`src/rtl/wide_cmp_pkg.sv`:
```
package wide_cmp_pkg;

    typedef struct packed {
        logic gt;
        logic lt;
        logic eq;
    } cmp_res_t;

endpackage

```
`src/rtl/cmp_lane.sv`:
```
// Priority lane: the most significant differing bit decides, gated by en.
module cmp_lane #(
    parameter int W = 4
) (
    input  logic         en,
    input  logic [W-1:0] a,
    input  logic [W-1:0] b,
    output logic [W-1:0] gt_bits,
    output logic [W-1:0] lt_bits
);
    always_comb begin
        logic tok;
        tok = en;
        for (int i = W - 1; i >= 0; i--) begin
            gt_bits[i] = tok & a[i] & ~b[i];
            lt_bits[i] = tok & ~a[i] & b[i];
            tok        = tok & ~(a[i] ^ b[i]);
        end
    end
endmodule

```
`src/rtl/cmp_group.sv`:
```
// Slice comparator built from priority lanes joined by AND lookahead.
module cmp_group #(
    parameter int W     = 8,
    parameter int SUB_W = 4
) (
    input  logic [W-1:0] a,
    input  logic [W-1:0] b,
    output logic         gt,
    output logic         lt
);
    localparam int NSUB = W / SUB_W;

    logic [NSUB-1:0] look;
    logic [W-1:0]    same;
    logic [W-1:0]    gt_all;
    logic [W-1:0]    lt_all;

    assign same = ~(a ^ b);

    always_comb begin
        look[NSUB-1] = 1'b1;
        for (int s = NSUB - 2; s >= 0; s--) begin
            look[s] = look[s+1] & (&same[(s+1)*SUB_W +: SUB_W]);
        end
    end

    for (genvar s = 0; s < NSUB; s++) begin : g_lane
        cmp_lane #(.W(SUB_W)) u_lane (
            .en      (look[s]),
            .a       (a[s*SUB_W +: SUB_W]),
            .b       (b[s*SUB_W +: SUB_W]),
            .gt_bits (gt_all[s*SUB_W +: SUB_W]),
            .lt_bits (lt_all[s*SUB_W +: SUB_W])
        );
    end

    assign gt = |gt_all;
    assign lt = |lt_all;
endmodule

```
`src/rtl/wide_cmp_pipe.sv`:
```
module wide_cmp_pipe
    import wide_cmp_pkg::*;
#(
    parameter int DATA_W  = 64,
    parameter int GROUP_W = 8,
    parameter int SUB_W   = 4
) (
    input  logic              clk,
    input  logic              rst_n,
    input  logic              in_valid,
    input  logic [DATA_W-1:0] op_a,
    input  logic [DATA_W-1:0] op_b,
    output logic              out_valid,
    output logic              a_gt_b,
    output logic              b_gt_a,
    output logic              a_eq_b
);
    localparam int NGROUP = DATA_W / GROUP_W;

    typedef struct packed {
        logic              s1_vld;
        logic [NGROUP-1:0] s1_gt;
        logic [NGROUP-1:0] s1_lt;
        logic              out_vld;
        cmp_res_t          res;
    } pipe_t;

    pipe_t             st_d, st_q;
    logic [NGROUP-1:0] grp_gt, grp_lt;
    logic              fin_gt, fin_lt;

    // Stage one: independent slice comparators.
    for (genvar g = 0; g < NGROUP; g++) begin : g_slice
        cmp_group #(.W(GROUP_W), .SUB_W(SUB_W)) u_grp (
            .a  (op_a[g*GROUP_W +: GROUP_W]),
            .b  (op_b[g*GROUP_W +: GROUP_W]),
            .gt (grp_gt[g]),
            .lt (grp_lt[g])
        );
    end

    // Stage two: compare the registered flag vectors.
    cmp_group #(.W(NGROUP), .SUB_W(SUB_W)) u_final (
        .a  (st_q.s1_gt),
        .b  (st_q.s1_lt),
        .gt (fin_gt),
        .lt (fin_lt)
    );

    always_comb begin
        st_d        = st_q;
        st_d.s1_vld = in_valid;
        if (in_valid) begin
            st_d.s1_gt = grp_gt;
            st_d.s1_lt = grp_lt;
        end
        st_d.out_vld = st_q.s1_vld;
        if (st_q.s1_vld) begin
            st_d.res.gt = fin_gt;
            st_d.res.lt = fin_lt;
            st_d.res.eq = ~|(st_q.s1_gt | st_q.s1_lt);
        end
    end

    always_ff @(posedge clk or negedge rst_n) begin
        if (!rst_n) st_q <= '0;
        else        st_q <= st_d;
    end

    assign out_valid = st_q.out_vld;
    assign a_gt_b    = st_q.res.gt;
    assign b_gt_a    = st_q.res.lt;
    assign a_eq_b    = st_q.res.eq;
endmodule

```
`config.mk`:
```
export PLATFORM = sky130hd
export DESIGN_NAME = wide_cmp_pipe
export DESIGN_NICKNAME = d
export VERILOG_FILES = /design/src/rtl/wide_cmp_pkg.sv /design/src/rtl/cmp_lane.sv /design/src/rtl/cmp_group.sv /design/src/rtl/wide_cmp_pipe.sv
export SDC_FILE = /design/constraint.sdc
export NUM_CORES = 1
export LEC_CHECK = 0
export ABC_AREA = 0
export ABC_CLOCK_PERIOD_IN_PS = 4390
export BUFFER_PORTS_ARGS = -buffer_cell sky130_fd_sc_hd__buf_2
export CAP_MARGIN = 15
export CORE_AREA = 2 2 95 97
export CTS_BUF_LIST = sky130_fd_sc_hd__clkbuf_8 sky130_fd_sc_hd__clkbuf_16
export CTS_CLUSTER_DIAMETER = 50
export DETAILED_ROUTE_END_ITERATION = 7
export DIE_AREA = 0 0 97 99
export PLACE_DENSITY = 0.72
export SLEW_MARGIN = 25
export SYNTH_ARGS = -nofsm -noshare
export SYNTH_HDL_FRONTEND = slang
export SYNTH_SLANG_ARGS = --single-unit
```
`constraint.sdc`:
```
create_clock -name clk -period 4.39 [get_ports clk]
set_clock_uncertainty 0.2 [all_clocks]
set_input_delay 1.317 -clock clk [delete_from_list [all_inputs] [get_ports clk]]
set_output_delay 1.317 -clock clk [all_outputs]
set_load 0.02 [all_outputs]
```
==> flow_summary.ini, run 1 <==
[run_status]
status = finished, final reports clean

[pwr]
power_frac_clock_pct = 18.5
peakVddDrop_mv = 0.09227
switching_share_pct = 36.37
p_switching_w = 0.0002592
p_leak_nw = 2.000
finalPower_w = 0.0007125
internal-power_w = 0.0004533
p_per_area_mw_per_mm2 = 188.2
power_frac_seq_pct = 34.2
p_comb_share_pct = 47.2

[min_path]
whs_path_depth = 2
holdPathEnd = a_gt_b
min_from = a_gt_b
min_path_type = reg -> reg

[synth]
synth_compound_area_share_pct = 14.75
ys_seq_area_share_pct = 17.90
synth_cell_types = 44
syn_avg_cell_area_um2 = 7.807
synth_top_cells_by_count = 82 x inv_1, 40 x nand2b_1, 27 x maj3_2
synth_top_area_share_pct = 17.90
synthArstFlopShare_pct = 100.0
synth_edf_count = 0
synth-main-ff-cell = dfrtp_1
synthXorXnorAreaFrac_pct = 2.984
synth_most_common_cell = inv_1
syn_nets = 532
syn_inst = 376
synthSimpleGateAreaFrac_pct = 22.55
synth_top_family_by_area = adder cells
synthMuxAreaShare_pct = 1.364
ys_warn_count = 0
synthAdderAreaFrac_pct = 29.54
yosys-top-cells-area = dfrtp_1 18%, ha_1 11%, inv_1 10%
ys_seq_elements = 21
netlist_area_mm2 = 0.002935
yosys.area.top_type = dfrtp_1

[floorplan]
pin_count = 135
rows = 34
die_h_um = 99
coreArea_mm2 = 0.008551
die_area_mm2 = 0.009603
start_util_pct = 34.33
die_x_um = 97

[drt]
viasPerCell = 4.892
ant_nets = 0
drt_iter0_drc = 103
wl_um = 7234
dr.pass1.iters = 4
wl_per_cell_um = 11.65
routed-via-count = 3038
drc_errors = 0

[setup_path]
cp_max_fo = 12
startpoint_type = input pin
cp.arrival_ps = 2670
critical_path_class = in -> reg
rr_startpoint = st_q[11]
r2r_slack_ps = 2480
critical_path_required_ps = 4330
r2r_cells = 6
rr_endpoint = b_gt_a
end_kind = flip-flop

[sta]
final_hold_viol_count = 0
setup_viol = 0
min_period_ps = 2729
slew-limit-headroom_pct = 66.97
worstMarginPinSlew_ps = 495.5
tns_ps = 0
post-route-period-util_pct = 62.16
hold_slack_ps = 313.4
rsz0062_at_grt = false
maxSlewViolCount = 0
fmax_mhz = 366.4

[final_layout]
area_growth_pct = 28.99
antenna_cells = 0
layout.nets = 670
drive_above_1_share_pct = 33.14
design_area_mm2 = 0.003786

[placement]
hpwlAfterDp_um = 6269
dpl-instance-area_mm2 = 0.003740
gp_congestion = 0.7790
port_buffers = 134

[cts]
tritoncts = built
htreeDepth = 1
cts-root-buf = clkbuf_8
cts_made_buffers = 3
cts_setup_buffers = 0
cts_buffer_depth = 2
cts-resized-gates = 0
cts_sinks = 21
clk_latency_ps = 260
cts-hold-fix-buffers = 0
clkTransAtPathRegs_ps = 80

[grt]
grt_max_degree = 22
first_global_vias = 3107
antenna_found_initial = 0
grtUsageTotal_pct = 15.12
overflow = 0
grt_pass1_wl_um = 12500

[run]
cap_violations = 0
## power groups by stage
stage / logic [W] / registers, W / clock network, W
after floorplan: 0.000205 / 0.000247 / 0
after global placement: 0.000323 / 0.000248 / 0
after detailed placement: 0.000338 / 0.000248 / 0
after CTS: 0.000339 / 0.000244 / 0.000139
after global routing: 0.000381 / 0.000249 / 0.000149
final: 0.000337 / 0.000244 / 0.000132
## final cells by class
type                       count  area, um2
inverter                      83      311.5
timing repair buffer         135      678.2
sequential                    21      525.5
clock buffer                   3      41.29
fill                         853       4765
clock inverter                 1      5.005
multi-input combinational    270       2090
tap                          108      135.1
## cells by family (layout without fill, tap and decap cells)
kind of cell / count (synthesis) / after routing
AO/OA/AOI/OAI: 58 / 58
XOR/XNOR: 10 / 10
adder cells (fa/ha/maj): 77 / 77
buffers and inverters: 85 / 222
flip-flops: 21 / 21
multiplexers: 4 / 4
AND/OR/NAND/NOR: 121 / 121
## state kept, by name, indices dropped and copies added, names as in the netlist
name / flops
a_eq_b: 1
st_d: 1
b_gt_a: 1
out_valid: 1
st_q: 16
a_gt_b: 1
## stage by stage
stage / utilization (%) / setup WS [ps] / std cells
2_1_floorplan: - / 1633 / 376
3_3_place_gp: 43.74 / 1430 / 617
3_5_place_dp: 43.74 / 1408 / 617
4_1_cts: 44.28 / 1705 / 621
5_1_grt: 44.28 / 1602 / 621
6_report: 44.28 / 1661 / 621
## layer usage
metal	GRT usage [%]	routed length [um]
met1	16.83	3055
met2	29.43	3668
met3	3.333	448
met4	3.034	62
met5	0	0
## how the worst max path moves through the flow
stage               startpoint       end  depth (start not counted)
floorplan             op_a[48]  st_q[10]                          5
global placement      in_valid  st_q[10]                          4
detailed placement    in_valid  st_q[10]                          4
CTS                   in_valid  st_q[10]                          4
global route          in_valid  st_q[17]                          4
finish                in_valid  st_q[16]                          4
## worst max-delay path, stage by stage
cell      delay, ps
buf_2           260
clkinv_1        460
a311oi_1        480
o22ai_2         130
## layout by cell type (no fill, tap or decap), types with 11 or more instances in the layout
cell type,instances
nor2_1,19
dfrtp_1,21
nand2b_1,40
ha_1,25
maj3_1,25
maj3_2,27
inv_1,82
and3_1,11
buf_2,134
nand2_1,18
Note: power is estimated with default switching activity, not from simulation.
==> run 2, diff against run 1 <==
ABC_AREA = 1   (was 0)
ABC_CLOCK_PERIOD_IN_PS = 2200   (was 4390)
CORE_AREA = 2 2 100 102   (was 2 2 95 97)
DIE_AREA = 0 0 102 104   (was 0 0 97 99)
clock period = 2.2 ns   (was 4.39 ns; I/O delays follow)
==> run 2 against run 1 <==
  * Non-clock buffer count unchanged
  * Die area grew 10%
  * Flip-flop and latch count stayed put
  * Register-to-register slack worse by 2000 ps
  * Core utilization down 1.3 points
  * Critical path type unchanged
  * Largest power group unchanged
==> flow_summary.ini, run 2 <==
[run_status]
status = finished, final reports clean

[final_layout]
drive_above_1_share_pct = 19.76
layout.nets = 921
area_growth_pct = 26.80
final_cells = 897
largest_reg_flops = 16
top_register = st_q
layout_common_cells = 253 x nand2_1, 150 x inv_1, 134 x buf_2, 70 x nor2_1, 34 x nand3_1
mostFrequentLayoutCell = nand2_1
antenna_cells = 0

[drt]
viasPerCell = 4.148
drc_errors = 0
wl_um = 7148
wl_per_cell_um = 7.969
drt_iter0_drc = 83
ant_nets = 0
dr.pass1.iters = 4
routed-via-count = 3721

[pwr]
p_leak_nw = 2.843
peakVddDrop_mv = 0.1832
p_per_area_mw_per_mm2 = 347.7

[placement]
hpwlAfterDp_um = 6306
gp_congestion = 0.7909
placed_cells = 893
port_buffers = 134
dp_slack_ps = 206.8

[cts]
cts_setup_buffers = 0
clkTransAtPathRegs_ps = 80
cts_made_buffers = 3
cts-hold-fix-buffers = 0
cts-root-buf = clkbuf_8
cts_sinks = 21
tritoncts = built
htreeDepth = 1
clk_latency_ps = 270
cts-resized-gates = 0
cts_buffer_depth = 2

[synth]
synth_top_cells_by_count = 253 x nand2_1, 150 x inv_1, 70 x nor2_1
syn_avg_cell_area_um2 = 5.152
syn_nets = 784
netlist_area_mm2 = 0.003236
synth_most_common_cell = nand2_1
synth_edf_count = 0
ys_warn_count = 0
synth_top_area_share_pct = 29.35
synth_cell_types = 21
synthArstFlopShare_pct = 100.0
synth-main-ff-cell = dfrtp_1
syn_inst = 628
ys_seq_elements = 21
yosys-top-cells-area = nand2_1 29%, inv_1 17%, dfrtp_1 16%
yosys.area.top_type = nand2_1
ys_seq_area_share_pct = 16.24

[sta]
tns_ps = 0
rsz0062_at_grt = false
worstMarginPinSlew_ps = 515.4
slew-limit-headroom_pct = 65.64
maxSlewViolCount = 0
final_hold_viol_count = 0
setup_viol = 0
fmax_mhz = 588.8
post-route-period-util_pct = 77.20
min_period_ps = 1698
setup_slack_ps = 501.5

[setup_path]
cpMaxStageDelayCell = ha_1
rr_startpoint = st_q[16]
cp_num_buf_inv = 2
cp.arrival_ps = 1700
crit_chain = buf_2, inv_1, ha_1, nand2_1, o21ai_2, nand2_1, nor2_1, nand2_1, a21oi_1
startpoint_type = input pin
startpoint = op_a[23]
critical_path_class = in -> reg
cpLargestDelayFamily = simple AND/OR/NAND/NOR gates
cp_max_fo = 4
end_kind = flip-flop
critical_path_required_ps = 2200
cp_slowest_stage_delay_ps = 320
path_common_cell = nand2_1

[floorplan]
rows = 36
pin_count = 135
coreArea_mm2 = 0.009549
die_h_um = 104
die_area_mm2 = 0.01061
die_x_um = 102
start_util_pct = 33.88

[grt]
overflow = 0
grt_max_degree = 22
antenna_found_initial = 0
grt_pass1_wl_um = 12820
first_global_vias = 3351
grtUsageTotal_pct = 14.01

[run]
cap_violations = 0

[min_path]
min_path_type = in -> async
-- run 2: kinds of logic (layout without fill, tap and decap cells) --
kind of cell             Yosys count  after routing  share of synthesized area (%)
AND/OR/NAND/NOR                  379            379                          46.87
buffers and inverters            154            290                          18.41
AO/OA/AOI/OAI                     49             49                          8.817
adder cells (fa/ha/maj)           25             25                          9.667
flip-flops                        21             21                          16.24
-- run 2: worst paths after layout --
| kind | endpoint | slack [ps] | cells after the start |
|---|---|---|---|
| max reg2reg | b_gt_a | 530 | 9 |
| max | st_q[6] | 500 | 9 |
| min | st_q[12] | 150 | 1 |
| max in group asynchronous | st_q[17] | 1300 | 1 |
| min in group clk | out_valid | 250 | 0 |
| min reg2reg | out_valid | 250 | 0 |
-- run 2: per-layer routing --
metal  share of wire, %  routed length, um  global-route usage, %
met1                 48               3402                  17.89
met2                 47               3360                  25.52
met3                5.0                355                  1.747
met4               0.41                 29                  1.714
met5                  0                  0                      0
-- run 2: through the flow --
| stage | total power, W | instance area, um2 | utilization (%) | hold WS, ps |
|---|---|---|---|---|
| floorplan | 0.0009236 | 3236 | - | 164.4 |
| global placement | 0.001166 | 4054 | 42.45 | 240.8 |
| detailed placement | 0.001174 | 4054 | 42.45 | 231.1 |
| CTS | 0.001458 | 4103 | 42.96 | 168.4 |
| global route | 0.001592 | 4103 | 42.96 | 185.9 |
| finish | 0.001427 | 4103 | 42.96 | 152.9 |
-- run 2: final cells by class --
class	count	area, um2
Fill cell	1095	5446
Timing Repair Buffer	135	678.2
Sequential cell	21	525.5
Tap cell	133	166.4
Inverter	151	569.3
Clock buffer	3	41.29
Multi-Input combinational cell	453	2115
Clock inverter	1	7.507
-- run 2: where the power goes --
| part | internal [W] | switching, W | total (W) | leakage (nW) |
|---|---|---|---|---|
| combinational | 0.000292 | 0.000387 | 0.000679 | 2.58 |
| clock | 0.000128 | 0.000142 | 0.000270 | 0.0217 |
| sequential | 0.000436 | 0.0000412 | 0.000477 | 0.243 |
| total | 0.000857 | 0.000570 | 0.00143 | 2.84 |
==> run 3, diff against run 2 <==
ABC_CLOCK_PERIOD_IN_PS = 1500   (was 2200)
clock period = 1.5 ns   (was 2.2 ns; I/O delays follow)
==> run 3 against run 2 <==
  * Global-route usage up 0.25 points
  * Critical path depth did not move
  * Sequential power is 45% higher
  * Power rose by 70%
  * Non-clock buffer count is 24 higher
  * The run now ends with negative setup slack left
  * Flip-flop and latch count did not move
  * Routed wire length increased by 7.4%
  * Die area did not move
  * Core utilization increased by 6.0 points
  * Setup slack worse by 570 ps
  * Hold slack better by 140 ps
  * Clock power is 46% higher
==> flow_summary.ini, run 3 (same netlist as run 2, synthesis figures left out) <==
[grt]
grtUsageTotal_pct = 14.25
first_global_vias = 3459
grt_pass1_wl_um = 13100
grt_max_degree = 22
overflow = 0
antenna_found_initial = 0

[drt]
wl_um = 7675
dr.pass1.iters = 4
viasPerCell = 4.200
wl_per_cell_um = 8.333
routed-via-count = 3868
ant_nets = 0
drt_iter0_drc = 100
drc_errors = 0

[floorplan]
start_util_pct = 33.88
coreArea_mm2 = 0.009549
die_area_mm2 = 0.01061
rows = 36
pin_count = 135
die_h_um = 104
die_x_um = 102

[setup_path]
startpoint_type = flip-flop
cpMaxStageDelayCell = dfrtp_1
r2r_cells = 9
r2r_slack_ps = -70
rr_startpoint = st_q[16]
cp_max_fo = 3
crit_chain = inv_1, ha_4, nor2_2, nand3b_1, inv_2, nand2_1, nand2_1, nor2_1, a21oi_1
cp_slowest_stage_delay_ps = 380
cp.arrival_ps = 1570
rr_endpoint = b_gt_a
end_kind = flip-flop
critical_path_class = reg -> reg
critical_path_required_ps = 1500
path_common_cell = nand2_1

[cts]
cts_sinks = 21
clkTransAtPathRegs_ps = 90
cts-root-buf = clkbuf_8
tritoncts = built
htreeDepth = 1
cts_made_buffers = 3
clk_latency_ps = 270
cts_buffer_depth = 2

[final_layout]
drive_above_1_share_pct = 28.43
area_growth_pct = 44.51
largest_reg_flops = 16
antenna_cells = 0
layout.nets = 945
final_util_pct = 48.96
layout_common_cells = 244 x nand2_1, 132 x inv_1, 122 x buf_2, 69 x nor2_1, 33 x nand3_1
fillers = 1066
top_register = st_q
design_area_mm2 = 0.004676
final_cells = 921
mostFrequentLayoutCell = nand2_1

[run]
cap_violations = 0

[sta]
min_period_ps = 1572
final_hold_viol_count = 0
setup_viol = 3
maxSlewViolCount = 0
hold_slack_ps = 296.1
slew-limit-headroom_pct = 67.46
worstMarginPinSlew_ps = 488.1
setup_slack_ps = -71.83
rsz0062_at_grt = true
fmax_mhz = 636.2
post-route-period-util_pct = 104.8

[pwr]
p_leak_nw = 2.989
p_per_area_mw_per_mm2 = 517.4
peakVddDrop_mv = 0.4165

[run_status]
failed_checks = negative setup slack
status = finished, violations left

[min_path]
min_path_type = reg -> reg
whs_path_depth = 2
holdPathEnd = a_eq_b
min_from = a_eq_b

[placement]
dp_slack_ps = -293.4
hpwlAfterDp_um = 6464
dpl-instance-area_mm2 = 0.004382
port_buffers = 134
gp_congestion = 0.7803
placed_cells = 913
-- run 3: changes by cell type in the layout (fill, tap and decap cells not counted), sizes merged --
cell,change
buf,+22
clkbuf,+1
dlygate4sd3,+1
-- run 3: per-stage QoR --
step	TNS (ps)	total power [W]
floorplan	-183.5	0.001395
global placement	-3622	0.001870
detailed placement	-4051	0.001885
CTS	-193.3	0.002335
global route	-409.4	0.002685
finish	-100.9	0.002419
-- run 3: area by class of cell --
type	count	area (um2)	share of cell area (%)
multi-input combinational	453	2360	50.47
clock buffer	3	41.29	0.8831
clock inverter	1	7.507	0.1606
timing repair buffer	159	945.9	20.23
tap	133	166.4	3.559
inverter	151	629.4	13.46
sequential	21	525.5	11.24
-- run 3: worst max path at each step --
stage / startpoint / slack, ps / endpoint
after floorplan: op_a[31] / -30 / st_q[15]
after global placement: op_a[15] / -260 / st_q[13]
after detailed placement: op_a[63] / -290 / st_q[19]
after CTS: st_q[16] / -110 / b_gt_a
after global routing: st_q[18] / -180 / b_gt_a
final: st_q[16] / -70 / b_gt_a
-- run 3: layer usage --
| metal | up-vias | wire length (um) | global-route usage, % |
|---|---|---|---|
| met5 | - | 0 | 0 |
| met4 | 0 | 6 | 0.9524 |
| met3 | 2 | 352 | 2.688 |
| met2 | 74 | 3687 | 26.08 |
| met1 | 1613 | 3629 | 17.89 |
| li1 | 2179 | - | - |
-- run 3: power by group --
| part | internal [W] | total, W | switching, W |
|---|---|---|---|
| Combinational | 0.000641 | 0.00133 | 0.000693 |
| Clock | 0.000188 | 0.000394 | 0.000206 |
| Sequential | 0.000640 | 0.000691 | 0.0000515 |
| Total | 0.00147 | 0.00242 | 0.000951 |
-- run 3: repair_timing --
action,4_1_cts,5_1_grt
pin swaps,4,47
endpoints found under the hold margin,21,0
setup buffers,1,2
hold buffers,1,0
endpoints found under the setup margin,4,18
gates resized for setup,8,53
-- run 3: critical path: cells and delay by family, from the launching register on --
| kind | cells | cell delay (ps) |
|---|---|---|
| adders and majority gates | 1 | 210 |
| and+or+nand+nor | 5 | 380 |
| DFF | 1 | 380 |
| AOI/OAI and AO/OA | 1 | 140 |
| buffers and inverters | 2 | 180 |
